<file path="src/rtl/acc_dpu_pkg.sv">
package acc_dpu_pkg;

    typedef enum logic [3:0] {
        OP_ADD  = 4'b0000,
        OP_SUB  = 4'b0001,
        OP_HOLD = 4'b0010,
        OP_LOAD = 4'b0011,
        OP_AND  = 4'b0100,
        OP_OR   = 4'b0101,
        OP_XOR  = 4'b0110,
        OP_ASR  = 4'b0111,
        OP_ASL  = 4'b1000,
        OP_NEG  = 4'b1001,
        OP_SLL  = 4'b1010,
        OP_SRL  = 4'b1011,
        OP_NOT  = 4'b1100,
        OP_ZERO = 4'b1101,
        OP_RRC  = 4'b1110,
        OP_RLC  = 4'b1111
    } acc_op_e;

    typedef enum logic [1:0] {
        SRC_MEM = 2'b00,
        SRC_IMM = 2'b01,
        SRC_REG = 2'b10,
        SRC_ONE = 2'b11
    } acc_src_e;

    typedef struct packed {
        logic z;
        logic ov;
        logic c;
        logic eq;
    } acc_flags_t;

    localparam int CLR_Z_BIT  = 0;
    localparam int CLR_OV_BIT = 1;
    localparam int CLR_C_BIT  = 2;
    localparam int CLR_W      = 3;

endpackage

</file>
<file path="src/rtl/acc_src_mux.sv">
module acc_src_mux
    import acc_dpu_pkg::*;
#(
    parameter int W = 8
) (
    input  logic [1:0]   sel,
    input  logic [W-1:0] mem_data,
    input  logic [W-1:0] imm_data,
    input  logic [W-1:0] reg_data,
    output logic [W-1:0] operand
);
    localparam logic [W-1:0] ONE = {{(W-1){1'b0}}, 1'b1};

    always_comb begin
        unique case (acc_src_e'(sel))
            SRC_MEM: operand = mem_data;
            SRC_IMM: operand = imm_data;
            SRC_REG: operand = reg_data;
            default: operand = ONE;
        endcase
    end
endmodule

</file>
<file path="src/rtl/acc_exec_core.sv">
module acc_exec_core
    import acc_dpu_pkg::*;
#(
    parameter int W = 8
) (
    input  logic [3:0]   cmd,
    input  logic [W-1:0] acc,
    input  logic [W-1:0] operand,
    input  logic         carry_in,
    output logic [W-1:0] result,
    output acc_flags_t   new_flags,
    output acc_flags_t   upd_mask
);
    localparam int MSB = W - 1;

    logic [W:0] sum_w;
    logic [W:0] diff_w;

    assign sum_w  = {1'b0, acc} + {1'b0, operand};
    assign diff_w = {1'b0, acc} - {1'b0, operand};

    always_comb begin
        result       = acc;
        new_flags    = '0;
        upd_mask     = '0;
        unique case (acc_op_e'(cmd))
            OP_ADD: begin
                result       = sum_w[MSB:0];
                new_flags.c  = sum_w[W];
                new_flags.ov = (acc[MSB] == operand[MSB]) && (sum_w[MSB] != acc[MSB]);
                upd_mask.z   = 1'b1;
                upd_mask.ov  = 1'b1;
                upd_mask.c   = 1'b1;
            end
            OP_SUB: begin
                result       = diff_w[MSB:0];
                new_flags.c  = diff_w[W];
                new_flags.ov = (acc[MSB] != operand[MSB]) && (diff_w[MSB] != acc[MSB]);
                new_flags.eq = (acc == operand);
                upd_mask     = '1;
            end
            OP_HOLD: result = acc;
            OP_LOAD: result = operand;
            OP_AND: begin
                result     = acc & operand;
                upd_mask.z = 1'b1;
            end
            OP_OR: begin
                result     = acc | operand;
                upd_mask.z = 1'b1;
            end
            OP_XOR: begin
                result     = acc ^ operand;
                upd_mask.z = 1'b1;
            end
            OP_ASR: begin
                result     = {acc[MSB], acc[MSB:1]};
                upd_mask.z = 1'b1;
            end
            OP_ASL: begin
                result     = {acc[MSB], acc[MSB-2:0], 1'b0};
                upd_mask.z = 1'b1;
            end
            OP_NEG: begin
                result     = ~acc + 1'b1;
                upd_mask.z = 1'b1;
            end
            OP_SLL: begin
                result     = {acc[MSB-1:0], 1'b0};
                upd_mask.z = 1'b1;
            end
            OP_SRL: begin
                result     = {1'b0, acc[MSB:1]};
                upd_mask.z = 1'b1;
            end
            OP_NOT: begin
                result     = ~acc;
                upd_mask.z = 1'b1;
            end
            OP_ZERO: result = '0;
            OP_RRC: begin
                result      = {carry_in, acc[MSB:1]};
                new_flags.c = acc[0];
                upd_mask.z  = 1'b1;
                upd_mask.c  = 1'b1;
            end
            default: begin
                result      = {acc[MSB-1:0], carry_in};
                new_flags.c = acc[MSB];
                upd_mask.z  = 1'b1;
                upd_mask.c  = 1'b1;
            end
        endcase
        new_flags.z = (result == '0);
    end
endmodule

</file>
<file path="src/rtl/acc_dpu.sv">
module acc_dpu
    import acc_dpu_pkg::*;
#(
    parameter int W = 8
) (
    input  logic         clk,
    input  logic         rst_n,
    input  logic [3:0]   cmd,
    input  logic [1:0]   src_sel,
    input  logic [W-1:0] mem_data,
    input  logic [W-1:0] imm_data,
    input  logic [W-1:0] reg_data,
    input  logic [2:0]   flag_clr,
    output logic [W-1:0] acc_out,
    output logic         flag_z,
    output logic         flag_ov,
    output logic         flag_c,
    output logic         flag_eq
);
    typedef struct packed {
        logic [W-1:0] acc;
        acc_flags_t   flags;
    } dpu_state_t;

    dpu_state_t   st_d, st_q;
    logic [W-1:0] operand;
    logic [W-1:0] result;
    acc_flags_t   new_flags;
    acc_flags_t   upd_mask;

    acc_src_mux #(.W(W)) u_mux (
        .sel      (src_sel),
        .mem_data (mem_data),
        .imm_data (imm_data),
        .reg_data (reg_data),
        .operand  (operand)
    );

    acc_exec_core #(.W(W)) u_core (
        .cmd       (cmd),
        .acc       (st_q.acc),
        .operand   (operand),
        .carry_in  (st_q.flags.c),
        .result    (result),
        .new_flags (new_flags),
        .upd_mask  (upd_mask)
    );

    always_comb begin
        st_d          = st_q;
        st_d.acc      = result;
        st_d.flags.z  = upd_mask.z  ? new_flags.z  : st_q.flags.z;
        st_d.flags.ov = upd_mask.ov ? new_flags.ov : st_q.flags.ov;
        st_d.flags.c  = upd_mask.c  ? new_flags.c  : st_q.flags.c;
        st_d.flags.eq = upd_mask.eq ? new_flags.eq : st_q.flags.eq;
        if (flag_clr[CLR_Z_BIT])  st_d.flags.z  = 1'b0;
        if (flag_clr[CLR_OV_BIT]) st_d.flags.ov = 1'b0;
        if (flag_clr[CLR_C_BIT])  st_d.flags.c  = 1'b0;
    end

    always_ff @(posedge clk or negedge rst_n) begin
        if (!rst_n) st_q <= '0;
        else        st_q <= st_d;
    end

    assign acc_out = st_q.acc;
    assign flag_z  = st_q.flags.z;
    assign flag_ov = st_q.flags.ov;
    assign flag_c  = st_q.flags.c;
    assign flag_eq = st_q.flags.eq;

    // reset leaves everything zero
    a_r1_reset_zero: assert property (@(posedge clk)
        !rst_n |=> (acc_out == '0 && !flag_z && !flag_ov && !flag_c && !flag_eq));

    // each clear bit forces its flag low at the next edge
    a_r11_clear_z: assert property (@(posedge clk) disable iff (!rst_n)
        flag_clr[CLR_Z_BIT] |=> !flag_z);
    a_r11_clear_ov: assert property (@(posedge clk) disable iff (!rst_n)
        flag_clr[CLR_OV_BIT] |=> !flag_ov);
    a_r11_clear_c: assert property (@(posedge clk) disable iff (!rst_n)
        flag_clr[CLR_C_BIT] |=> !flag_c);

    // hold keeps accumulator and flags
    a_r5_hold_stable: assert property (@(posedge clk) disable iff (!rst_n)
        (cmd == OP_HOLD && flag_clr == '0) |=>
        ($stable(acc_out) && $stable(flag_z) && $stable(flag_ov) && $stable(flag_c) && $stable(flag_eq)));

    // equal flag after subtract reflects operand comparison
    a_r3_eq_on_sub: assert property (@(posedge clk) disable iff (!rst_n)
        cmd == OP_SUB |=> flag_eq == ($past(acc_out) == $past(operand)));

    // rotate right moves bit 0 into carry
    a_r10_rrc_carry: assert property (@(posedge clk) disable iff (!rst_n)
        (cmd == OP_RRC && !flag_clr[CLR_C_BIT]) |=> flag_c == $past(acc_out[0]));

    // logic commands leave carry and overflow untouched
    a_r6_logic_keeps_c: assert property (@(posedge clk) disable iff (!rst_n)
        ((cmd == OP_AND || cmd == OP_OR || cmd == OP_XOR || cmd == OP_NOT) && flag_clr == '0)
        |=> ($stable(flag_c) && $stable(flag_ov) && $stable(flag_eq)));

    // select 11 with add increments
    a_r4_inc_one: assert property (@(posedge clk) disable iff (!rst_n)
        (cmd == OP_ADD && src_sel == SRC_ONE) |=> acc_out == $past(acc_out) + 1'b1);
endmodule

</file>
<file path="config.mk">
export PLATFORM = sky130hd
export DESIGN_NAME = acc_dpu
export DESIGN_NICKNAME = d
export VERILOG_FILES = /design/src/rtl/acc_dpu_pkg.sv /design/src/rtl/acc_src_mux.sv /design/src/rtl/acc_exec_core.sv /design/src/rtl/acc_dpu.sv
export SDC_FILE = /design/constraint.sdc
export NUM_CORES = 1
export LEC_CHECK = 0
export BUFFER_PORTS_ARGS = -buffer_cell sky130_fd_sc_hd__buf_4
export CAP_MARGIN = 40
export CORE_ASPECT_RATIO = 2
export CORE_MARGIN = 2
export CORE_UTILIZATION = 58
export DETAILED_ROUTE_END_ITERATION = 10
export PLACE_DENSITY = 0.82
export SETUP_SLACK_MARGIN = 0.02
export SYNTH_ARGS = -nofsm -noshare
export SYNTH_HDL_FRONTEND = slang
export SYNTH_SLANG_ARGS = --single-unit
</file>
<file path="constraint.sdc">
create_clock -name clk -period 3.8 [get_ports clk]
set_input_delay 0.19 -clock clk [delete_from_list [all_inputs] [get_ports clk]]
set_output_delay 0.19 -clock clk [all_outputs]
set_load 0.005 [all_outputs]
</file>
==> results of run 1 <==
layout make-up:
class | instances | area, um^2 | share of cell area
clock buffer | 4 | 55.1 | 0.0177
inverter | 27 | 101 | 0.0327
multi-input combinational | 285 | 2140 | 0.690
sequential | 12 | 300 | 0.0968
tap | 55 | 68.8 | 0.0222
timing repair buffer | 58 | 438 | 0.141
per-layer routing:
layer,wire length [um],up-vias,share of wire,GRT usage
li1,-,1381,-,-
met3,630,75,0.064,0.0401
met4,911,0,0.093,0.304
met1,3370,1484,0.34,0.425
met2,4920,211,0.50,0.633
met5,0,-,0,0
cell families (layout without fill, tap and decap cells):
kind of cell / Yosys count / after routing / share of synthesized area
compound gates: 115 / 115 / 0.301
fa+ha+maj: 28 / 28 / 0.134
flops: 12 / 12 / 0.110
xor+xnor: 13 / 13 / 0.0418
simple gates: 110 / 110 / 0.237
buf+inv: 55 / 89 / 0.105
mux: 19 / 19 / 0.0707
registers in the layout (all words and copies together) (netlist names):
| name | cells |
|---|---|
| flag_z | 1 |
| flag_ov | 1 |
| acc_out | 8 |
| flag_c | 1 |
| flag_eq | 1 |
cell usage after synthesis, drive strengths merged (3+ instances only):
master   number
or2           3
o32ai         9
a221oi        5
nor3         14
a22oi         4
inv          27
o22ai         3
xnor2        11
or4           7
o31ai         4
a21oi        30
nand2        19
clkbuf       13
nor2         19
nand3        11
buf          15
o21bai        3
o2111ai       3
ha           26
dfrtp        12
or3           5
nand3b        5
mux2i        17
nand2b       10
or3b          4
o21ai        16
nor2b         6
a31oi         4
o2bb2ai       6
metrics by stage:
step                worst slack (ps)  hold slack [ps]  area [um^2]  power, uW
CTS                              378              200         3100       1300
finish                           316              191         3100       1330
floorplan                        402             -106         2730        851
global placement                 260             37.4         3040       1130
detailed placement               164             43.2         3040       1150
global route                     114              215         3100       1410
worst max-delay path: stages:
cell,delay [ps]
buf_4,170
mux2i_1,130
mux2i_1,440
ha_1,340
fa_1,440
mux2i_1,160
o32a_1,200
o32ai_1,80
a221o_1,280
or4b_1,560
or4_4,450
o31ai_4,180
power breakdown:
group	internal, uW	leakage, uW	switching (uW)
registers	156	0.000153	34.9
logic	411	0.00117	585
clock network	91.8	0.0000288	53.2
how the worst min path moves through the flow:
stage | startpoint | to | slack (ps)
3_5_place_dp | rst_n | acc_out[0]$_DFF_PN0_ | 40
4_1_cts | flag_clr[2] | flag_c$_DFFE_PN0P_ | 200
6_report | flag_clr[2] | flag_c$_DFFE_PN0P_ | 190
5_1_grt | flag_clr[2] | flag_c$_DFFE_PN0P_ | 220
2_1_floorplan | rst_n | acc_out[0]$_DFF_PN0_ | -110
3_3_place_gp | rst_n | acc_out[2]$_DFF_PN0_ | 40
==> metrics.log, run 1 <==
INFO  metric grt.overflow.total = 0
INFO  metric route.detailed.wl_per_inst = 22.3 um
INFO  metric antenna_violations_before_repair = 0
INFO  metric final_layout_size_suffix_gt1_frac = 0.207
INFO  metric num-nets-final = 450
INFO  metric timing.hold.worst_path_depth = 3
INFO  metric power_per_cell_area = 429 mW/mm^2
INFO  metric synth_top_cell_area_share = 0.119
INFO  metric final_hold_viol_count = 0
INFO  metric io_buffer_count = 46
INFO  metric vias_per_cell = 7.15
INFO  metric tritoncts.num_buffers = 3
INFO  metric crit_fanout = 12
INFO  metric syn-num-nets = 415
INFO  metric setup.worst_path.start_class = input pin
INFO  metric drc = 0
INFO  metric grt_use_total = 0.383
INFO  metric routed_wl = 9830 um
INFO  metric antenna_cells = 0
INFO  metric unrepaired_setup_endpoints_after_global_routing = false
INFO  metric regToRegEndpoint = flag_z$_DFFE_PN0P_
INFO  metric clock_latency = 250 ps
INFO  metric timing.max_cap.violations = 0
INFO  metric worst_pin_slew = 728 ps
INFO  metric regToRegStartpoint = acc_out[0]$_DFF_PN0_
INFO  metric layout.cells.non_filler = 441
INFO  metric placed_instance_count = 436
INFO  metric synth.avg_cell_area = 7.75 um^2
INFO  metric design.core.area = 0.00455 mm^2
INFO  metric fin_setup_tns = 0 ps
INFO  metric postSynthRegisterBits = 12
INFO  metric initial_core_util = 0.599
INFO  metric tritoncts = yes
INFO  metric clock-sinks = 12
INFO  metric critical_path.endpoint = flag_z$_DFFE_PN0P_
INFO  metric htree_num_levels = 1
INFO  metric setup_viol_count_final = 0
INFO  metric area_grow_syn2layout = 13.8%
INFO  metric timing.slew.headroom = 0.510
INFO  metric synth_area_leaders = ha_1 (12%), dfrtp_1 (11%), mux2i_1 (6.2%)
INFO  metric utilization = 0.681
INFO  metric yosysUniqueCellTypes = 73
INFO  metric max_clock_freq = 287 MHz
INFO  metric worst_case_clock_buffer_depth = 2
INFO  metric worst-endpoint-arrival = 3640 ps
INFO  metric dr.pass1.iters = 5
INFO  metric result_of_the_run = completed
INFO  metric worst_clock_skew = 1.89 ps
INFO  metric r2r_slack = 410 ps
INFO  metric most_frequent_cells_in_the_layout = buf_4 (57), a21oi_1 (29), inv_1 (26), ha_1 (26)
INFO  metric clock-root-buffer = clkbuf_8
INFO  metric dieHeight = 101 um
INFO  metric ys_seq_area_frac = 0.110
INFO  metric period_share = 0.917
INFO  metric grt_pass1_wl = 15,300 um
INFO  metric first_global_vias = 3,026
INFO  metric chipWidth = 52.5 um
INFO  metric asyncSetResetFlopFracSynth = 1.00
INFO  metric p_leak = 0.00135 uW
INFO  metric leading_cell_type_in_the_layout_fill_and_taps_excluded = buf_4
INFO  metric period_needed = 3480 ps
INFO  metric timing.critical_path.required = 3960 ps
INFO  metric power.ir.vdd_worst = 0.346 mV
INFO  metric max_transition_viols_final = 0
INFO  metric cp-startpoint = src_sel[1]
INFO  metric worst-setup-path-type = input pin to register
INFO  metric place.detailed.hpwl = 7410 um
INFO  metric cts_post_setup_buffers_inserted = 0
INFO  metric ctsResizeCount = 0
INFO  metric floorplan.die_area = 0.00530 mm^2
INFO  metric grt_start_max_net_pins = 42
INFO  metric drt_first_iter_violations = 204
INFO  metric clk_pin_slew_worst_paths = 60 ps
INFO  metric rows = 35
INFO  metric fillers = 420
INFO  metric worst_hold_path_type = input pin to register
INFO  metric gp_congestion = 1.02
INFO  metric synth_enable_flop_cells = 0
INFO  metric setup.worst_path.end_class = register
INFO  metric holdBufCountCts = 1
INFO  metric synth-main-ff-cell = dfrtp_1
INFO  metric route.antenna.remaining_nets = 0
INFO  metric dr_total_vias = 3,151
INFO  metric ioPinCount = 47
INFO  metric reg2reg_depth = 11
INFO  metric synth_top_area_cell = ha_1
INFO  metric syn-cell-area = 0.00273 mm^2
INFO  metric syn-instance-count = 352
INFO  metric synth_warnings = 0
(Power assumes the default switching activity.)
==> run 2: changes to the inputs <==
Settings changed: CORE_UTILIZATION 58 to 59, CTS_BUF_LIST from default to sky130_fd_sc_hd__clkbuf_4 sky130_fd_sc_hd__clkbuf_8, PLACE_DENSITY 0.82 to 0.83.
==> run 2 against run 1 <==
- design area decreased by 0.44%
- power decreased by 2.9%
- clock skew decreased by 1.0 ps
- combinational power decreased by 3.0%
- register-to-register slack about the same
- critical path depth decreased by 2
- final cell count decreased by 0.23%
- non-clock buffer count unchanged
- clock power decreased by 19%
- critical endpoint unchanged
- highest routed layer unchanged
==> metrics.log, run 2 (synthesized netlist as in run 1, its figures left out) <==
INFO  metric initial_core_util = 0.604 (+0.00581)
INFO  metric worst-setup-path-type = register to register
INFO  metric power.net_switching = 654 uW (-2.8%)
INFO  metric vias_per_cell = 6.94 (-2.9%)
INFO  metric worst_clock_skew = 0.840 ps (-1.05 ps)
INFO  metric dieHeight = 100 um (-0.82%)
INFO  metric max_clock_freq = 295 MHz (+2.7%)
INFO  metric place.detailed.hpwl = 7240 um (-2.2%)
INFO  metric crit_slowest_cell = or4b_1
INFO  metric holdBufCountCts = 1 (unchanged)
INFO  metric delay_of_the_slowest_cell_on_the_worst_path = 580 ps (+20 ps)
INFO  metric fillers = 384 (-8.6%)
INFO  metric ioPinCount = 47 (unchanged)
INFO  metric chipWidth = 52.1 um (-0.79%)
INFO  metric r2r_slack = 410 ps (about the same)
INFO  metric regToRegStartpoint = acc_out[0]$_DFF_PN0_
INFO  metric drt_first_iter_violations = 184 (-9.8%)
INFO  metric setup_viol_count_final = 0 (unchanged)
INFO  metric p_leak = 0.00134 uW (-0.55%)
INFO  metric cts_post_setup_buffers_inserted = 0 (unchanged)
INFO  metric regToRegEndpoint = flag_z$_DFFE_PN0P_
INFO  metric clock-sinks = 12 (unchanged)
INFO  metric period_needed = 3390 ps (-92.5 ps)
INFO  metric first_global_vias = 2,866 (-5.3%)
INFO  metric fin_setup_tns = 0 ps (unchanged)
INFO  metric clk_pin_slew_worst_paths = 50 ps (about the same)
INFO  metric worst-endpoint-arrival = 3550 ps (-90 ps)
INFO  metric grt_use_total = 0.372 (-0.0103)
INFO  metric result_of_the_run = completed
INFO  metric unrepaired_setup_endpoints_after_global_routing = false
INFO  metric power_per_cell_area = 419 mW/mm^2 (-2.5%)
INFO  metric crit_fanout = 10 (-2)
INFO  metric clock-root-buffer = clkbuf_8
INFO  metric clock_latency = 240 ps (about the same)
INFO  metric p_sw_frac = 0.506 (about the same)
INFO  metric design.core.area = 0.00451 mm^2 (-0.96%)
INFO  metric antenna_cells = 0 (unchanged)
INFO  metric setup.worst_path.start_class = register
INFO  metric route.antenna.remaining_nets = 0 (unchanged)
INFO  metric min_delay_worst_endpoint = flag_c$_DFFE_PN0P_
INFO  metric dr.pass1.iters = 7 (+2)
INFO  metric reg2reg_depth = 10 (-1)
INFO  metric period_share = 0.892 (-0.0243)
INFO  metric final_hold_viol_count = 0 (unchanged)
INFO  metric drc = 0 (unchanged)
INFO  metric timing.hold.worst_path_depth = 3 (unchanged)
INFO  metric gp_congestion = 0.994 (-2.3%)
INFO  metric cell_internal_pwr = 640 uW (-2.9%)
INFO  metric tritoncts.num_buffers = 3 (unchanged)
INFO  metric ctsResizeCount = 0 (unchanged)
INFO  metric detailed_place.area = 0.00304 mm^2 (unchanged)
INFO  metric antenna_violations_before_repair = 0 (unchanged)
INFO  metric pwr-share-seq = 0.162 (+0.019)
INFO  metric power.ir.vdd_worst = 0.253 mV (-27%)
INFO  metric utilization = 0.685 (+0.00356)
INFO  metric highest-signal-layer = met4
INFO  metric timing.critical_path.cells = inv_1 -> ha_1 -> fa_1 -> nor2b_1 -> o32ai_1 -> a31o_1 -> a221o_1 -> or4b_1 -> or4_4 -> o31ai_4
INFO  metric worst_case_clock_buffer_depth = 2 (unchanged)
INFO  metric rows = 35 (unchanged)
INFO  metric timing.max_cap.violations = 0 (unchanged)
INFO  metric grt_pass1_wl = 14,600 um (-4.4%)
INFO  metric htree_num_levels = 1 (unchanged)
INFO  metric largest_register_ffs = 8 (unchanged)
INFO  metric max_transition_viols_final = 0 (unchanged)
INFO  metric floorplan.die_area = 0.00521 mm^2 (-1.6%)
INFO  metric io_buffer_count = 46 (unchanged)
INFO  metric dr_total_vias = 3,054 (-3.1%)
INFO  metric routed_wl = 9360 um (-4.7%)
INFO  metric holdCritStartpoint = flag_clr[2]
INFO  metric worst_hold_path_type = input pin to register
INFO  metric grt.overflow.total = 0 (unchanged)
INFO  metric timing.critical_path.required = 3950 ps (about the same)
INFO  metric most_frequent_cells_in_the_layout = buf_4 (57), a21oi_1 (29), inv_1 (26), ha_1 (26)
INFO  metric finalInstanceArea = 0.00309 mm^2 (-0.44%)
INFO  metric share_clk_of_total_power = 0.091 (-0.018)
INFO  metric leading_cell_type_in_the_layout_fill_and_taps_excluded = buf_4
INFO  metric timing.slew.headroom = 0.438 (-0.0713)
INFO  metric met3RoutedLength = 921 um (+46%)
INFO  metric route.detailed.wl_per_inst = 21.3 um (-4.5%)
INFO  metric wirelength_met1 = 3180 um (-5.6%)
INFO  metric num-nets-final = 450 (unchanged)
INFO  metric worst_pin_slew = 836 ps (+108 ps)
INFO  metric grt_start_max_net_pins = 42 (unchanged)
INFO  metric tritoncts = yes
INFO  metric final_layout_size_suffix_gt1_frac = 0.205 (-0.00206)
INFO  metric area_grow_syn2layout = 13.3%
INFO  metric route.met2.wl = 4580 um (-6.8%)
INFO  metric setup.worst_path.end_class = register
INFO  metric combinationalPowerShare = 0.747 (about the same)
[run 2: area by class of cell]
type / instances / area, um^2 / share of cell area
Sequential cell: 12 / 300 / 0.0972
Tap cell: 55 / 68.8 / 0.0223
Inverter: 27 / 101 / 0.0328
Multi-Input combinational cell: 285 / 2140 / 0.693
Timing Repair Buffer: 58 / 438 / 0.142
Clock buffer: 3 / 41.3 / 0.0134
[run 2: through the flow]
stage / cells / worst slack (ps) / hold WS, ps / power [uW]
CTS: 440 / 439 / 208 / 1270
global placement: 436 / 294 / 39.4 / 1130
global route: 440 / 271 / 229 / 1370
finish: 440 / 409 / 203 / 1290
detailed placement: 436 / 242 / 40.2 / 1150
floorplan: 352 / 402 / -106 / 851
[run 2: how the worst max path moves through the flow]
stage / start / endpoint / slack (ps) / depth (start not counted)
after global placement: src_sel[1] / flag_z$_DFFE_PN0P_ / 290 / 12
after global routing: src_sel[1] / flag_z$_DFFE_PN0P_ / 270 / 12
final: acc_out[0]$_DFF_PN0_ / flag_z$_DFFE_PN0P_ / 410 / 10
after CTS: acc_out[0]$_DFF_PN0_ / flag_z$_DFFE_PN0P_ / 440 / 10
after floorplan: src_sel[0] / flag_z$_DFFE_PN0P_ / 400 / 14
after detailed placement: src_sel[1] / flag_z$_DFFE_PN0P_ / 240 / 11
[run 2: layer usage]
layer	vias to the layer above	track usage
met1	1389	0.456
met2	222	0.607
li1	1379	-
met3	64	0.0461
met5	-	0
met4	0	0.217
[run 2: power by group through the flow]
stage / registers [uW] / logic, uW / clock network (uW)
floorplan: 204 / 647 / 0
finish: 209 / 966 / 118
CTS: 207 / 943 / 116
global route: 214 / 1040 / 121
detailed placement: 208 / 937 / 0
global placement: 206 / 924 / 0
[run 2: critical path: cells and delay by family, from the launching register on]
family          cells  cell delay [ps]
simple gates        3             1150
compound gates      4              750
fa+ha+maj           2              710
flops               1              550
buf+inv             1              130
==> run 3: changes to the inputs <==
Settings changed: PLACE_DENSITY 0.83 to 0.84, SYNTH_HIERARCHICAL from default to 1.
Clock period 3.8 ns to 3.2 ns, I/O delays scaled along.
==> run 3 against run 2 <==
- synthesized area fell by 8.4%
- count of clock-buffer cells in the layout rose by 1
- final cell count rose by 2.3%
- clock skew rose by 1.8 ps
- design area rose by 4.7%
- hold slack got worse by 150 ps
- synthesized cell count fell by 7.7%
- worst setup slack got worse by 250 ps
- critical endpoint unchanged
==> metrics.log, run 3 <==
INFO  metric final_hold_viol_count = 0 (unchanged)
INFO  metric postSynthRegisterBits = 12 (unchanged)
INFO  metric placed_instance_count = 445 (+2.1%)
INFO  metric io_buffer_count = 46 (unchanged)
INFO  metric synth_warnings = 6 (+6)
INFO  metric num-nets-final = 461 (+2.4%)
INFO  metric floorplan.die_area = 0.00480 mm^2 (-7.9%)
INFO  metric setup_viol_count_final = 0 (unchanged)
INFO  metric synth_top_area_cell = ha_1
INFO  metric period_share = 0.951
INFO  metric max_clock_freq = 329 MHz
INFO  metric max_transition_viols_final = 0 (unchanged)
INFO  metric ys_seq_area_frac = 0.120 (+0.0101)
INFO  metric route.antenna.remaining_nets = 0 (unchanged)
INFO  metric syn-num-nets = 387 (-6.7%)
INFO  metric initial_core_util = 0.611 (+0.00652)
INFO  metric result_of_the_run = completed
INFO  metric syn-cell-area = 0.00250 mm^2 (-8.4%)
INFO  metric worst-endpoint-arrival = 3230 ps (-320 ps)
INFO  metric clock_latency = 250 ps (about the same)
INFO  metric worst_hold_path_type = input pin to register
INFO  metric synth_enable_flop_cells = 0 (unchanged)
INFO  metric leading_cell_type_in_the_layout_fill_and_taps_excluded = buf_4
INFO  metric clock-sinks = 12 (unchanged)
INFO  metric dr_total_vias = 3,023 (-1.0%)
INFO  metric timing.max_cap.violations = 0 (unchanged)
INFO  metric power.net_switching = 918 uW (+40%)
INFO  metric multi_input_area = 0.00202 mm^2 (-5.8%)
INFO  metric p_sw_frac = 0.480 (-0.0253)
INFO  metric cts_post_setup_buffers_inserted = 0 (unchanged)
INFO  metric final_layout_size_suffix_gt1_frac = 0.312 (+0.106)
INFO  metric fin_setup_tns = 0 ps (unchanged)
INFO  metric antenna_cells = 0 (unchanged)
INFO  metric gp_congestion = 1.05 (+5.6%)
INFO  metric synth.avg_cell_area = 7.68 um^2 (-0.79%)
INFO  metric route.detailed.wl_per_inst = 21.4 um (+0.71%)
INFO  metric synth_top_cell_area_share = 0.125 (+0.00593)
INFO  metric clock-root-buffer = clkbuf_8
INFO  metric tritoncts = yes
INFO  metric area_grow_syn2layout = 29.6%
INFO  metric grt.overflow.total = 0 (unchanged)
INFO  metric largest_register_ffs = 8 (unchanged)
INFO  metric power.ir.vdd_worst = 0.594 mV (+130%)
INFO  metric htree_num_levels = 1 (unchanged)
INFO  metric p_leak = 0.00148 uW (+11%)
INFO  metric grt_use_total = 0.414 (+0.0412)
INFO  metric worst_case_clock_buffer_depth = 2 (unchanged)
INFO  metric timing.critical_path.required = 3380 ps (-570 ps)
INFO  metric antenna_violations_before_repair = 0 (unchanged)
INFO  metric design.core.area = 0.00409 mm^2 (-9.4%)
INFO  metric synth-main-ff-cell = dfrtp_1
INFO  metric first_global_vias = 2,993 (+4.4%)
INFO  metric worst-setup-path-type = input pin to register
INFO  metric grt_start_max_net_pins = 36 (-14%)
INFO  metric share_clk_of_total_power = 0.091 (about the same)
INFO  metric layout.cells.non_filler = 450 (+2.3%)
INFO  metric timing.slew.headroom = 0.572 (+0.133)
INFO  metric grt-busiest-layer = met2
INFO  metric power_per_cell_area = 590 mW/mm^2 (+41%)
INFO  metric setup.worst_path.end_class = register
INFO  metric grt_util_met2 = 0.740 (+0.134)
INFO  metric overall_power_of_the_completed_layout = 1910 uW (+48%)
INFO  metric utilization = 0.792 (+0.107)
INFO  metric cell_internal_pwr = 993 uW (+55%)
INFO  metric seqCellArea = 302 um^2 (+0.42%)
INFO  metric vias_per_cell = 6.72 (-3.2%)
INFO  metric asyncSetResetFlopFracSynth = 1.00 (unchanged)
INFO  metric post-synth-top-count-cell = nor2_1
INFO  metric most_frequent_cells_in_the_layout = buf_4 (94), nor2_1 (29), ha_1 (22)
INFO  metric period_needed = 3040 ps
INFO  metric chipWidth = 50.0 um (-4.0%)
INFO  metric globalRouteMet3Util = 0.0497 (+0.00356)
INFO  metric gr-usage-met1 = 0.402 (-0.0534)
INFO  metric unrepaired_setup_endpoints_after_global_routing = false
INFO  metric syn-instance-count = 325 (-7.7%)
INFO  metric pwr-share-seq = 0.127 (-0.035)
INFO  metric synth_area_leaders = ha_1 (13%), dfrtp_1 (12%), mux2i_1 (6.0%)
INFO  metric combinationalPowerShare = 0.782 (+0.035)
INFO  metric worst_clock_skew = 2.62 ps (+1.78 ps)
INFO  metric drt_first_iter_violations = 204 (+11%)
INFO  metric synth_top_cells_by_count = nor2_1 (29), ha_1 (25), inv_1 (20), nand2_1 (20), a21oi_1 (18)
INFO  metric grt_pass1_wl = 14,700 um (+0.66%)
INFO  metric setup.worst_path.start_class = input pin
INFO  metric fillers = 302 (-21%)
INFO  metric crit_fanout = 8 (-2)
INFO  metric rows = 33 (-5.7%)
INFO  metric tritoncts.num_buffers = 3 (unchanged)
INFO  metric drc = 0 (unchanged)
INFO  metric dieHeight = 96.0 um (-4.1%)
INFO  metric yosysUniqueCellTypes = 74 (+1.4%)
INFO  metric dr.pass1.iters = 6 (-1)
INFO  metric worst_pin_slew = 637 ps (-199 ps)
INFO  metric place.detailed.hpwl = 7580 um (+4.6%)
INFO  metric clk_pin_slew_worst_paths = 60 ps (about the same)
INFO  metric ioPinCount = 47 (unchanged)
INFO  metric routed_wl = 9650 um (+3.0%)
## run 3: kinds of logic after synthesis
| family | synth area share |
|---|---|
| adder cells (fa/ha/maj) | 0.141 |
| multiplexers | 0.0706 |
| flip-flops | 0.120 |
| buffers and inverters | 0.0892 |
| XOR/XNOR | 0.0351 |
| AO/OA/AOI/OAI | 0.311 |
| AND/OR/NAND/NOR | 0.232 |
## run 3: layout make-up
class	instances	share of cell area
clock buffers	4	0.0170
inverters	22	0.0255
multi-input cells	265	0.623
flip-flops and latches	12	0.0932
well taps	52	0.0201
repair buffers	95	0.221
## run 3: worst paths after layout
kind	from	end	slack (ps)	cells past startpoint
worst max register to register	acc_out[0]$_DFF_PN0_	flag_z$_DFFE_PN0P_	160	12
worst max-delay path	src_sel[1]	flag_z$_DFFE_PN0P_	160	14
worst min register to register	flag_eq$_DFFE_PN0P_	flag_eq$_DFFE_PN0P_	530	1
worst min-delay path	flag_clr[1]	flag_ov$_DFFE_PN0P_	50	2
min in group asynchronous	rst_n	acc_out[1]$_DFF_PN0_	290	2
max in group asynchronous	rst_n	acc_out[0]$_DFF_PN0_	2730	2
## run 3: repair_timing
| action | 4_1_cts | 5_1_grt |
|---|---|---|
| hold buffers | 1 | 0 |
| resized for setup | 0 | 12 |
| endpoints found under the setup margin | 0 | 1 |
| endpoints found under the hold margin | 12 | 0 |
## run 3: critical path, cell delays in order
cell     delay [ps]
buf_4           160
mux2i_2         250
mux2i_2         130
ha_2            220
fa_2            370
nor3_2          170
nor3_1          100
o31a_1          260
a221o_1         310
and2_0          160
or4b_1          550
nor4_2          160
mux2i_1         110
nor2_1          100
## run 3: power by group through the flow
stage                     Combinational (uW)  Sequential (uW)  Clock (uW)
after detailed placement                1410              244           0
after global placement                  1400              241           0
final                                   1490              243         175
after floorplan                          812              259           0
after global routing                    1600              248         182
after CTS                               1420              242         178
## run 3: routing by layer
| metal | share of wire | vias up |
|---|---|---|
| met3 | 0.058 | 70 |
| met4 | 0.096 | 0 |
| li1 | - | 1357 |
| met5 | 0 | - |
| met1 | 0.33 | 1417 |
| met2 | 0.52 | 179 |
## run 3: stage by stage
stage / area [um^2] / setup WS [ps] / hold slack [ps]
2_1_floorplan: 2500 / 38.2 / -136
3_3_place_gp: 3130 / -37.5 / 9.63
3_5_place_dp: 3130 / -162 / 12.6
4_1_cts: 3190 / 21.8 / 46.1
5_1_grt: 3240 / 18.3 / 50.3
6_report: 3240 / 156 / 49.5
